==> config.mk <==
export PLATFORM = sky130hd
export DESIGN_NAME = dmac_ctrl_regs
export DESIGN_NICKNAME = d
export VERILOG_FILES = /design/src/rtl/dmac_regs_pkg.sv /design/src/rtl/dmac_ch_fsm.sv /design/src/rtl/dmac_ch_intr.sv /design/src/rtl/dmac_ch_regs.sv /design/src/rtl/dmac_ctrl_regs.sv
export SDC_FILE = /design/constraint.sdc
export NUM_CORES = 1
export LEC_CHECK = 0
export BUFFER_PORTS_ARGS = -buffer_cell sky130_fd_sc_hd__buf_4
export CAP_MARGIN = 5
export CORE_UTILIZATION = 49
export DETAILED_ROUTE_END_ITERATION = 8
export GPL_TIMING_DRIVEN = 0
export PLACE_DENSITY = 0.68
export SLEW_MARGIN = 5
export SYNTH_ARGS = -nofsm -noshare
export SYNTH_HDL_FRONTEND = slang
export SYNTH_HIERARCHICAL = 1
export SYNTH_SLANG_ARGS = --single-unit
==> constraint.sdc <==
create_clock -name clk -period 5.6 [get_ports clk]
set_input_delay 0.84 -clock clk [delete_from_list [all_inputs] [get_ports clk]]
set_output_delay 0.84 -clock clk [all_outputs]
set_load 0.05 [all_outputs]
==> src/rtl/dmac_regs_pkg.sv <==
package dmac_regs_pkg;

    typedef enum logic [2:0] {
        ST_RESET  = 3'b001,
        ST_HALTED = 3'b010,
        ST_ACTIVE = 3'b100
    } ch_state_e;

    localparam int IDX_W  = 6;
    localparam int SCMD_W = 10;
    localparam int N_PTR  = 5;

    localparam logic [IDX_W-1:0] IDX_CMD     = 6'd32;
    localparam logic [IDX_W-1:0] IDX_CFG     = 6'd33;
    localparam logic [IDX_W-1:0] IDX_STATUS  = 6'd34;
    localparam logic [IDX_W-1:0] IDX_IMASK   = 6'd35;
    localparam logic [IDX_W-1:0] IDX_IACK    = 6'd36;
    localparam logic [IDX_W-1:0] IDX_IRAW    = 6'd37;
    localparam logic [IDX_W-1:0] IDX_IMASKED = 6'd38;
    localparam logic [IDX_W-1:0] IDX_SCMD    = 6'd39;

    // descriptor pointer words: current data, saved data, saved buffer, group, group down
    localparam logic [N_PTR-1:0][IDX_W-1:0] PTR_IDX = {6'd31, 6'd24, 6'd23, 6'd22, 6'd0};

    typedef struct packed {
        logic             we;
        logic [IDX_W-1:0] idx;
        logic [31:0]      wdata;
    } reg_wr_t;

endpackage

==> src/rtl/dmac_ch_fsm.sv <==
module dmac_ch_fsm
    import dmac_regs_pkg::*;
(
    input  logic       clk,
    input  logic       rst_n,
    input  logic       cfg_we,
    input  logic [1:0] cfg_bits,
    input  logic       start_req,
    input  logic       enabled,
    input  logic       halted,
    input  logic       eol_set,
    output logic [2:0] state,
    output logic       eol_flag
);

    ch_state_e state_q, state_d;
    logic      eol_q, eol_d;
    logic      start_ok;

    assign start_ok = start_req && enabled && !halted && !cfg_we;

    always_comb begin
        state_d = state_q;
        if (cfg_we) begin
            if (!cfg_bits[0])
                state_d = ST_RESET;
            else if (cfg_bits[1])
                state_d = ST_HALTED;
        end else begin
            unique case (state_q)
                ST_RESET:  if (start_ok) state_d = ST_ACTIVE;
                ST_HALTED: if (start_ok) state_d = ST_ACTIVE;
                ST_ACTIVE: state_d = ST_ACTIVE;
                default:   state_d = ST_RESET;
            endcase
        end
    end

    always_comb begin
        eol_d = eol_q;
        if (start_ok)
            eol_d = 1'b0;
        if (eol_set)
            eol_d = 1'b1;
    end

    always_ff @(posedge clk or negedge rst_n) begin
        if (!rst_n) begin
            state_q <= ST_RESET;
            eol_q   <= 1'b0;
        end else begin
            state_q <= state_d;
            eol_q   <= eol_d;
        end
    end

    always_comb begin
        state    = state_q;
        eol_flag = eol_q;
    end

    p_state_onehot_r3: assert property (@(posedge clk) disable iff (!rst_n)
        $onehot(state_q));

    p_cfg_forces_reset_r3: assert property (@(posedge clk) disable iff (!rst_n)
        (cfg_we && !cfg_bits[0]) |=> (state_q == ST_RESET));

    p_start_gated_r4: assert property (@(posedge clk) disable iff (!rst_n)
        (state_q == ST_ACTIVE && $past(state_q) != ST_ACTIVE) |-> $past(enabled && !halted && start_req));

endmodule

==> src/rtl/dmac_ch_intr.sv <==
module dmac_ch_intr #(
    parameter int INTR_W = 4
) (
    input  logic              clk,
    input  logic              rst_n,
    input  logic              mask_we,
    input  logic              ack_we,
    input  logic [INTR_W-1:0] wbits,
    input  logic [INTR_W-1:0] set_pulse,
    output logic [INTR_W-1:0] raw,
    output logic [INTR_W-1:0] mask,
    output logic [INTR_W-1:0] masked,
    output logic              irq
);

    logic [INTR_W-1:0] raw_q, raw_d, mask_q, mask_d, masked_q;
    logic              irq_q;

    always_comb begin
        mask_d = mask_we ? wbits : mask_q;
        raw_d  = raw_q;
        if (ack_we)
            raw_d = raw_d & ~wbits;
        raw_d = raw_d | set_pulse;
    end

    always_ff @(posedge clk or negedge rst_n) begin
        if (!rst_n) begin
            raw_q    <= '0;
            mask_q   <= '0;
            masked_q <= '0;
            irq_q    <= 1'b0;
        end else begin
            raw_q    <= raw_d;
            mask_q   <= mask_d;
            masked_q <= raw_d & mask_d;
            irq_q    <= |(raw_d & mask_d);
        end
    end

    assign raw    = raw_q;
    assign mask   = mask_q;
    assign masked = masked_q;
    assign irq    = irq_q;

    p_ack_clears_r7: assert property (@(posedge clk) disable iff (!rst_n)
        ack_we |=> ((raw_q & $past(wbits & ~set_pulse)) == '0));

    p_set_wins_r9: assert property (@(posedge clk) disable iff (!rst_n)
        (|set_pulse) |=> ((raw_q & $past(set_pulse)) == $past(set_pulse)));

    p_irq_level_r8: assert property (@(posedge clk) disable iff (!rst_n)
        irq_q == (|(raw_q & mask_q)));

endmodule

==> src/rtl/dmac_ch_regs.sv <==
module dmac_ch_regs
    import dmac_regs_pkg::*;
#(
    parameter int INTR_W    = 4,
    parameter int SRC_W     = 4,
    parameter int SRC_RESET = 1
) (
    input  logic              clk,
    input  logic              rst_n,
    input  reg_wr_t           wr,
    input  logic [IDX_W-1:0]  rd_idx,
    output logic [31:0]       rd_data,
    input  logic              client_present,
    input  logic              start_req,
    input  logic              eol_set,
    input  logic [INTR_W-1:0] intr_set,
    input  logic              src_load,
    input  logic [SRC_W-1:0]  src_value,
    output logic              irq,
    output logic [2:0]        state,
    output logic              enabled,
    output logic              cmd_strobe,
    output logic              scmd_strobe
);

    logic [31:0]       cfg_q, cmd_q;
    logic [SCMD_W-1:0] scmd_q;
    logic [SRC_W-1:0]  src_q;
    logic              cmd_stb_q, scmd_stb_q;
    logic [N_PTR-1:0][31:0] ptr_q;
    logic [INTR_W-1:0] raw, mask, masked;
    logic              eol_flag;
    logic              cfg_we, cmd_we, scmd_we, mask_we, ack_we;

    assign cfg_we  = wr.we && (wr.idx == IDX_CFG);
    assign cmd_we  = wr.we && (wr.idx == IDX_CMD);
    assign scmd_we = wr.we && (wr.idx == IDX_SCMD);
    assign mask_we = wr.we && (wr.idx == IDX_IMASK);
    assign ack_we  = wr.we && (wr.idx == IDX_IACK);

    generate
        for (genvar p = 0; p < N_PTR; p++) begin : g_ptr
            always_ff @(posedge clk or negedge rst_n) begin
                if (!rst_n)
                    ptr_q[p] <= '0;
                else if (wr.we && wr.idx == PTR_IDX[p])
                    ptr_q[p] <= wr.wdata;
            end
        end
    endgenerate

    always_ff @(posedge clk or negedge rst_n) begin
        if (!rst_n) begin
            cfg_q      <= '0;
            cmd_q      <= '0;
            scmd_q     <= '0;
            src_q      <= SRC_W'(SRC_RESET);
            cmd_stb_q  <= 1'b0;
            scmd_stb_q <= 1'b0;
        end else begin
            if (cfg_we)  cfg_q  <= wr.wdata;
            if (cmd_we)  cmd_q  <= wr.wdata;
            if (scmd_we) scmd_q <= wr.wdata[SCMD_W-1:0];
            if (src_load) src_q <= src_value;
            cmd_stb_q  <= cmd_we;
            scmd_stb_q <= scmd_we;
        end
    end

    assign enabled     = cfg_q[0] && client_present;
    assign cmd_strobe  = cmd_stb_q;
    assign scmd_strobe = scmd_stb_q;

    dmac_ch_fsm u_fsm (
        .clk       (clk),
        .rst_n     (rst_n),
        .cfg_we    (cfg_we),
        .cfg_bits  (wr.wdata[1:0]),
        .start_req (start_req),
        .enabled   (enabled),
        .halted    (cfg_q[1]),
        .eol_set   (eol_set),
        .state     (state),
        .eol_flag  (eol_flag)
    );

    dmac_ch_intr #(.INTR_W(INTR_W)) u_intr (
        .clk       (clk),
        .rst_n     (rst_n),
        .mask_we   (mask_we),
        .ack_we    (ack_we),
        .wbits     (wr.wdata[INTR_W-1:0]),
        .set_pulse (intr_set),
        .raw       (raw),
        .mask      (mask),
        .masked    (masked),
        .irq       (irq)
    );

    always_comb begin
        rd_data = '0;
        case (rd_idx)
            PTR_IDX[0]:  rd_data = ptr_q[0];
            PTR_IDX[1]:  rd_data = ptr_q[1];
            PTR_IDX[2]:  rd_data = ptr_q[2];
            PTR_IDX[3]:  rd_data = ptr_q[3];
            PTR_IDX[4]:  rd_data = ptr_q[4];
            IDX_CMD:     rd_data = cmd_q;
            IDX_CFG:     rd_data = cfg_q;
            IDX_STATUS: begin
                rd_data[2:0]         = state;
                rd_data[5]           = eol_flag;
                rd_data[8 +: SRC_W]  = src_q;
            end
            IDX_IMASK:   rd_data = 32'(mask);
            IDX_IRAW:    rd_data = 32'(raw);
            IDX_IMASKED: rd_data = 32'(masked);
            IDX_SCMD:    rd_data = 32'(scmd_q);
            default:     rd_data = '0;
        endcase
    end

    p_cmd_strobe_r11: assert property (@(posedge clk) disable iff (!rst_n)
        cmd_we |=> cmd_strobe);

    p_scmd_strobe_r10: assert property (@(posedge clk) disable iff (!rst_n)
        !scmd_we |=> !scmd_strobe);

endmodule

==> src/rtl/dmac_ctrl_regs.sv <==
module dmac_ctrl_regs
    import dmac_regs_pkg::*;
#(
    parameter int NUM_CH = 2,
    parameter int INTR_W = 4,
    parameter int SRC_W  = 4,
    localparam int CH_W   = (NUM_CH > 1) ? $clog2(NUM_CH) : 1,
    localparam int ADDR_W = 13 + CH_W
) (
    input  logic                       clk,
    input  logic                       rst_n,
    input  logic                       bus_wr,
    input  logic [ADDR_W-1:0]          bus_addr,
    input  logic [31:0]                bus_wdata,
    output logic [31:0]                bus_rdata,
    input  logic [NUM_CH-1:0]          client_present,
    input  logic [NUM_CH-1:0]          start_req,
    input  logic [NUM_CH-1:0]          eol_set,
    input  logic [NUM_CH*INTR_W-1:0]   intr_set,
    input  logic [NUM_CH-1:0]          src_load,
    input  logic [NUM_CH*SRC_W-1:0]    src_value,
    output logic [NUM_CH-1:0]          irq,
    output logic [NUM_CH*3-1:0]        chan_state,
    output logic [NUM_CH-1:0]          chan_enabled,
    output logic [NUM_CH-1:0]          cmd_strobe,
    output logic [NUM_CH-1:0]          scmd_strobe
);

    logic [CH_W-1:0]  ch_sel;
    logic [IDX_W-1:0] idx;
    logic [31:0]      rd_arr [NUM_CH];
    logic             unused_addr_bits;

    assign ch_sel           = bus_addr[ADDR_W-1:13];
    assign idx              = bus_addr[7:2];
    assign unused_addr_bits = ^{bus_addr[12:8], bus_addr[1:0]};

    generate
        for (genvar g = 0; g < NUM_CH; g++) begin : g_ch
            reg_wr_t wr_g;
            assign wr_g.we    = bus_wr && (int'(ch_sel) == g);
            assign wr_g.idx   = idx;
            assign wr_g.wdata = bus_wdata;

            dmac_ch_regs #(.INTR_W(INTR_W), .SRC_W(SRC_W)) u_ch (
                .clk            (clk),
                .rst_n          (rst_n),
                .wr             (wr_g),
                .rd_idx         (idx),
                .rd_data        (rd_arr[g]),
                .client_present (client_present[g]),
                .start_req      (start_req[g]),
                .eol_set        (eol_set[g]),
                .intr_set       (intr_set[g*INTR_W +: INTR_W]),
                .src_load       (src_load[g]),
                .src_value      (src_value[g*SRC_W +: SRC_W]),
                .irq            (irq[g]),
                .state          (chan_state[g*3 +: 3]),
                .enabled        (chan_enabled[g]),
                .cmd_strobe     (cmd_strobe[g]),
                .scmd_strobe    (scmd_strobe[g])
            );
        end
    endgenerate

    always_comb begin
        bus_rdata = '0;
        for (int c = 0; c < NUM_CH; c++)
            if (int'(ch_sel) == c)
                bus_rdata = rd_arr[c];
    end

endmodule

==> flow_metrics.py <==
metrics = {
    "clock_tree": {
        "cts.path.max_buffers": 3,
        "hold_buffers": 0,
        "clkSinkCount": 514,
        "cts-resized-gates": 0,
        "clock_latency_ns": 0.61,
        "numCtsBuffers": 55,
        "cts_tree": "yes",
        "cts_max_level": 2,
        "cts.clk_slew.worst_paths_ns": 0.06,
        "cts_setup_buffers": 0,
        "root_buffer": "clkbuf_16",
    },
    "floorplanning": {
        "io_pins": 119,
        "die_y_um": 221,
        "rows": 80,
        "core_area_um2": 47600,
        "dieArea_um2": 49000,
        "die_x_um": 221,
        "start_util_pct": 49.5,
    },
    "worst_setup_path": {
        "end_kind": "output port",
        "worstSetupStartpointType": "input pin",
        "path_class": "input pin to output port",
        "worstPathMaxFanout": 12,
        "crit_arrival_ns": 3.86,
        "required_ns": 4.76,
    },
    "sta": {
        "finalHoldViolCount": 0,
        "final_max_slew_viol_count": 0,
        "timing.final.crit_period_ns": 4.70,
        "setup_viol": 0,
        "rsz0062_at_grt": "no",
        "worst_pin_slew_ns": 1.35,
        "layout_setup_ws_ns": 0.897,
        "clock_skew_ns": 0.0102,
        "fmax_mhz": 213,
        "final.period_utilization_pct": 84.0,
        "maxSlewHeadroom_pct": 8.95,
    },
    "synthesis": {
        "synth-async-reset-ratio_pct": 100,
        "synth_area_um2": 23600,
        "yosysSeqAreaShare_pct": 54.6,
        "synth_top_family_by_area": "multiplexers",
        "synth.avg_cell_area_um2": 14.1,
        "synthSimpleGateAreaFrac_pct": 6.38,
        "ys_seq_elements": 514,
        "synth-adder-area-share_pct": 0,
        "postSynthCellCount": 1674,
        "synth-main-ff-cell": "dfrtp_1",
        "synth.area.mux_share_pct": 27.4,
        "synth-compound-area-share_pct": 8.07,
        "synth_edf_count": 0,
        "synthXorXnorAreaFrac_pct": 0.0743,
        "ys_warn_count": 6,
        "syn_nets": 1747,
        "synth.distinct_cells": 65,
    },
    "finish": {
        "fin_nets": 1918,
        "finalInstanceArea_um2": 27100,
        "diodes": 0,
        "final_cells": 2503,
        "drive_gt1_share_pct": 44.0,
        "layout_commonest_cell": "dfrtp_1",
        "fillers": 3860,
        "area_growth_pct": 14.7,
        "layout_common_cells": "510 x dfrtp_1, 428 x mux2_2, 113 x buf_4",
    },
    "placed_design": {
        "hpwl_um": 43400,
        "placed_cell_area_um2": 25300,
        "gp_congestion": 0.932,
        "io_buffer_count": 110,
        "placed_cells": 2403,
        "post-place-ws_ns": 1.01,
    },
    "power_and_ir_drop": {
        "power.share.sequential_pct": 49.7,
        "power_density_nw_per_um2": 310,
        "p_switching_mw": 2.00,
        "vdd_drop_max_uv": 230,
        "p_int_mw": 6.39,
        "power_frac_comb_pct": 8.4,
        "p_clk_share_pct": 41.9,
        "swShare_pct": 23.9,
        "total_power_mw": 8.39,
        "p_leak_nw": 13.2,
    },
    "routing": {
        "wl_um": 64000,
        "via_per_inst": 6.17,
        "drtIter0Drc": 1413,
        "firstDrtPassIters": 5,
        "num_vias": 15500,
        "wire_per_inst_um": 25.6,
        "drc_errors": 0,
        "ant_nets": 0,
    },
    "global_routing": {
        "grt_max_degree": 121,
        "grt_pass1_vias": 16000,
        "antenna_found_initial": 1,
        "grt_usage_pct": 26.5,
        "grt_overflow": 0,
        "grt_pass1_wl_um": 99400,
    },
    "min_path": {
        "hold_path_class": "input pin to async pin",
    },
    "job": {
        "maxCapViolCount": 0,
    },
    "outcome": {
        "outcome": "finished clean",
    },
}
==> power groups by stage <==
stage                     registers [mW]  logic, mW  clock network (mW)
after global routing                4.20      0.767                3.72
final                               4.17      0.708                3.51
after detailed placement            4.23      0.710                   0
after CTS                           4.17      0.713                3.59
after floorplan                     4.20      0.414                   0
after global placement              4.22      0.673                   0
==> area by class of cell <==
type,count,area (um2),area share [%]
timing repair buffer,114,943,3.49
buffer,122,742,2.74
inverter,26,97.6,0.361
tap,615,769,2.84
multi-input combinational,1012,9880,36.5
clock inverter,14,93.8,0.347
sequential,514,12900,47.5
clock buffer,86,1660,6.15
==> sequential cells by signal, indices dropped and copies added (netlist names), 6 cells and up <==
| name | cells |
|---|---|
| g_ch.u_ch/cfg_q | 64 |
| g_ch.u_ch/u_intr/mask | 8 |
| g_ch.u_ch/ptr_q | 320 |
| g_ch.u_ch/u_fsm/state | 6 |
| g_ch.u_ch/scmd_q | 20 |
| g_ch.u_ch/u_intr/raw | 8 |
| g_ch.u_ch/cmd_q | 64 |
| g_ch.u_ch/u_intr/masked | 8 |
| g_ch.u_ch/src_q | 8 |
==> cells in the mapped netlist, types with 8 or more instances <==
master,n,area share [%]
mux2_2,428,20
a21boi_0,8,0.25
a21oi_1,8,0.17
dfrtp_1,510,54
nand2_1,14,0.22
nor4_1,14,0.37
mux2i_1,16,0.68
nand2b_1,8,0.21
and3_1,10,0.27
mux2_4,86,5.5
inv_1,26,0.41
buf_2,48,1.0
a221oi_1,18,0.67
mux2_1,12,0.57
o21ai_2,8,0.30
nand4_1,8,0.21
or2_2,10,0.27
nand3_1,70,1.5
a22oi_1,106,3.4
buf_1,12,0.19
buf_6,9,0.43
buf_12,8,0.68
a222oi_1,54,2.3
nor2_1,16,0.25
nand3b_1,20,0.64
clkbuf_1,40,0.64
==> final timing paths <==
path                       cells past startpoint                                       to                          startpoint  slack, ns
min                                            1       g_ch[1].u_ch/cmd_q[16]$_DFFE_PN0P_                               rst_n       0.20
max                                           10                             bus_rdata[0]                         bus_addr[5]       0.90
max reg2reg                                    4  g_ch[0].u_ch/u_fsm/state[2]$_DFFE_PN0P_   g_ch[0].u_ch/cfg_q[0]$_DFFE_PN0P_       4.32
min in group clk                               2  g_ch[1].u_ch/u_fsm/eol_flag$_DFFE_PN0P_                          eol_set[1]       0.42
max in group asynchronous                      3  g_ch[0].u_ch/u_fsm/state[1]$_DFFE_PN0P_                               rst_n       3.85
min reg2reg                                    1       g_ch[1].u_ch/ptr_q[35]$_DFFE_PN0P_  g_ch[1].u_ch/ptr_q[35]$_DFFE_PN0P_       0.49
==> metrics by stage <==
step	util, %	hold WS (ns)	TNS, ns
2_1_floorplan	-	0.458	0
3_3_place_gp	52.8	0.469	-759.04
3_5_place_dp	53.1	0.476	0
4_1_cts	56.8	0.207	0
5_1_grt	56.8	0.239	0
6_report	56.8	0.198	0
==> worst max-delay path, stage by stage <==
cell,delay [ns]
buf_4,0.17
buf_2,0.19
and4bb_2,0.44
and3_1,0.18
clkbuf_1,0.42
clkbuf_1,0.72
a32oi_1,0.22
nand4_1,0.25
mux2_2,0.22
buf_4,0.20
==> per-layer routing <==
layer	wire length (um)	share of wire, %	global-route usage [%]
met1	28100	44	37.2
met2	30200	47	42.1
met3	3350	5.2	3.59
met4	2250	3.5	10.0
met5	0	0	0
==> cells by family after synthesis <==
logic type                count (synthesis)
muxes                                   544
DFF                                     514
AOI/OAI and AO/OA                       234
and+or+nand+nor                         232
buffers and inverters                   148
xor gates and xnor gates                  2
Note: power is estimated with default switching activity, not from simulation.
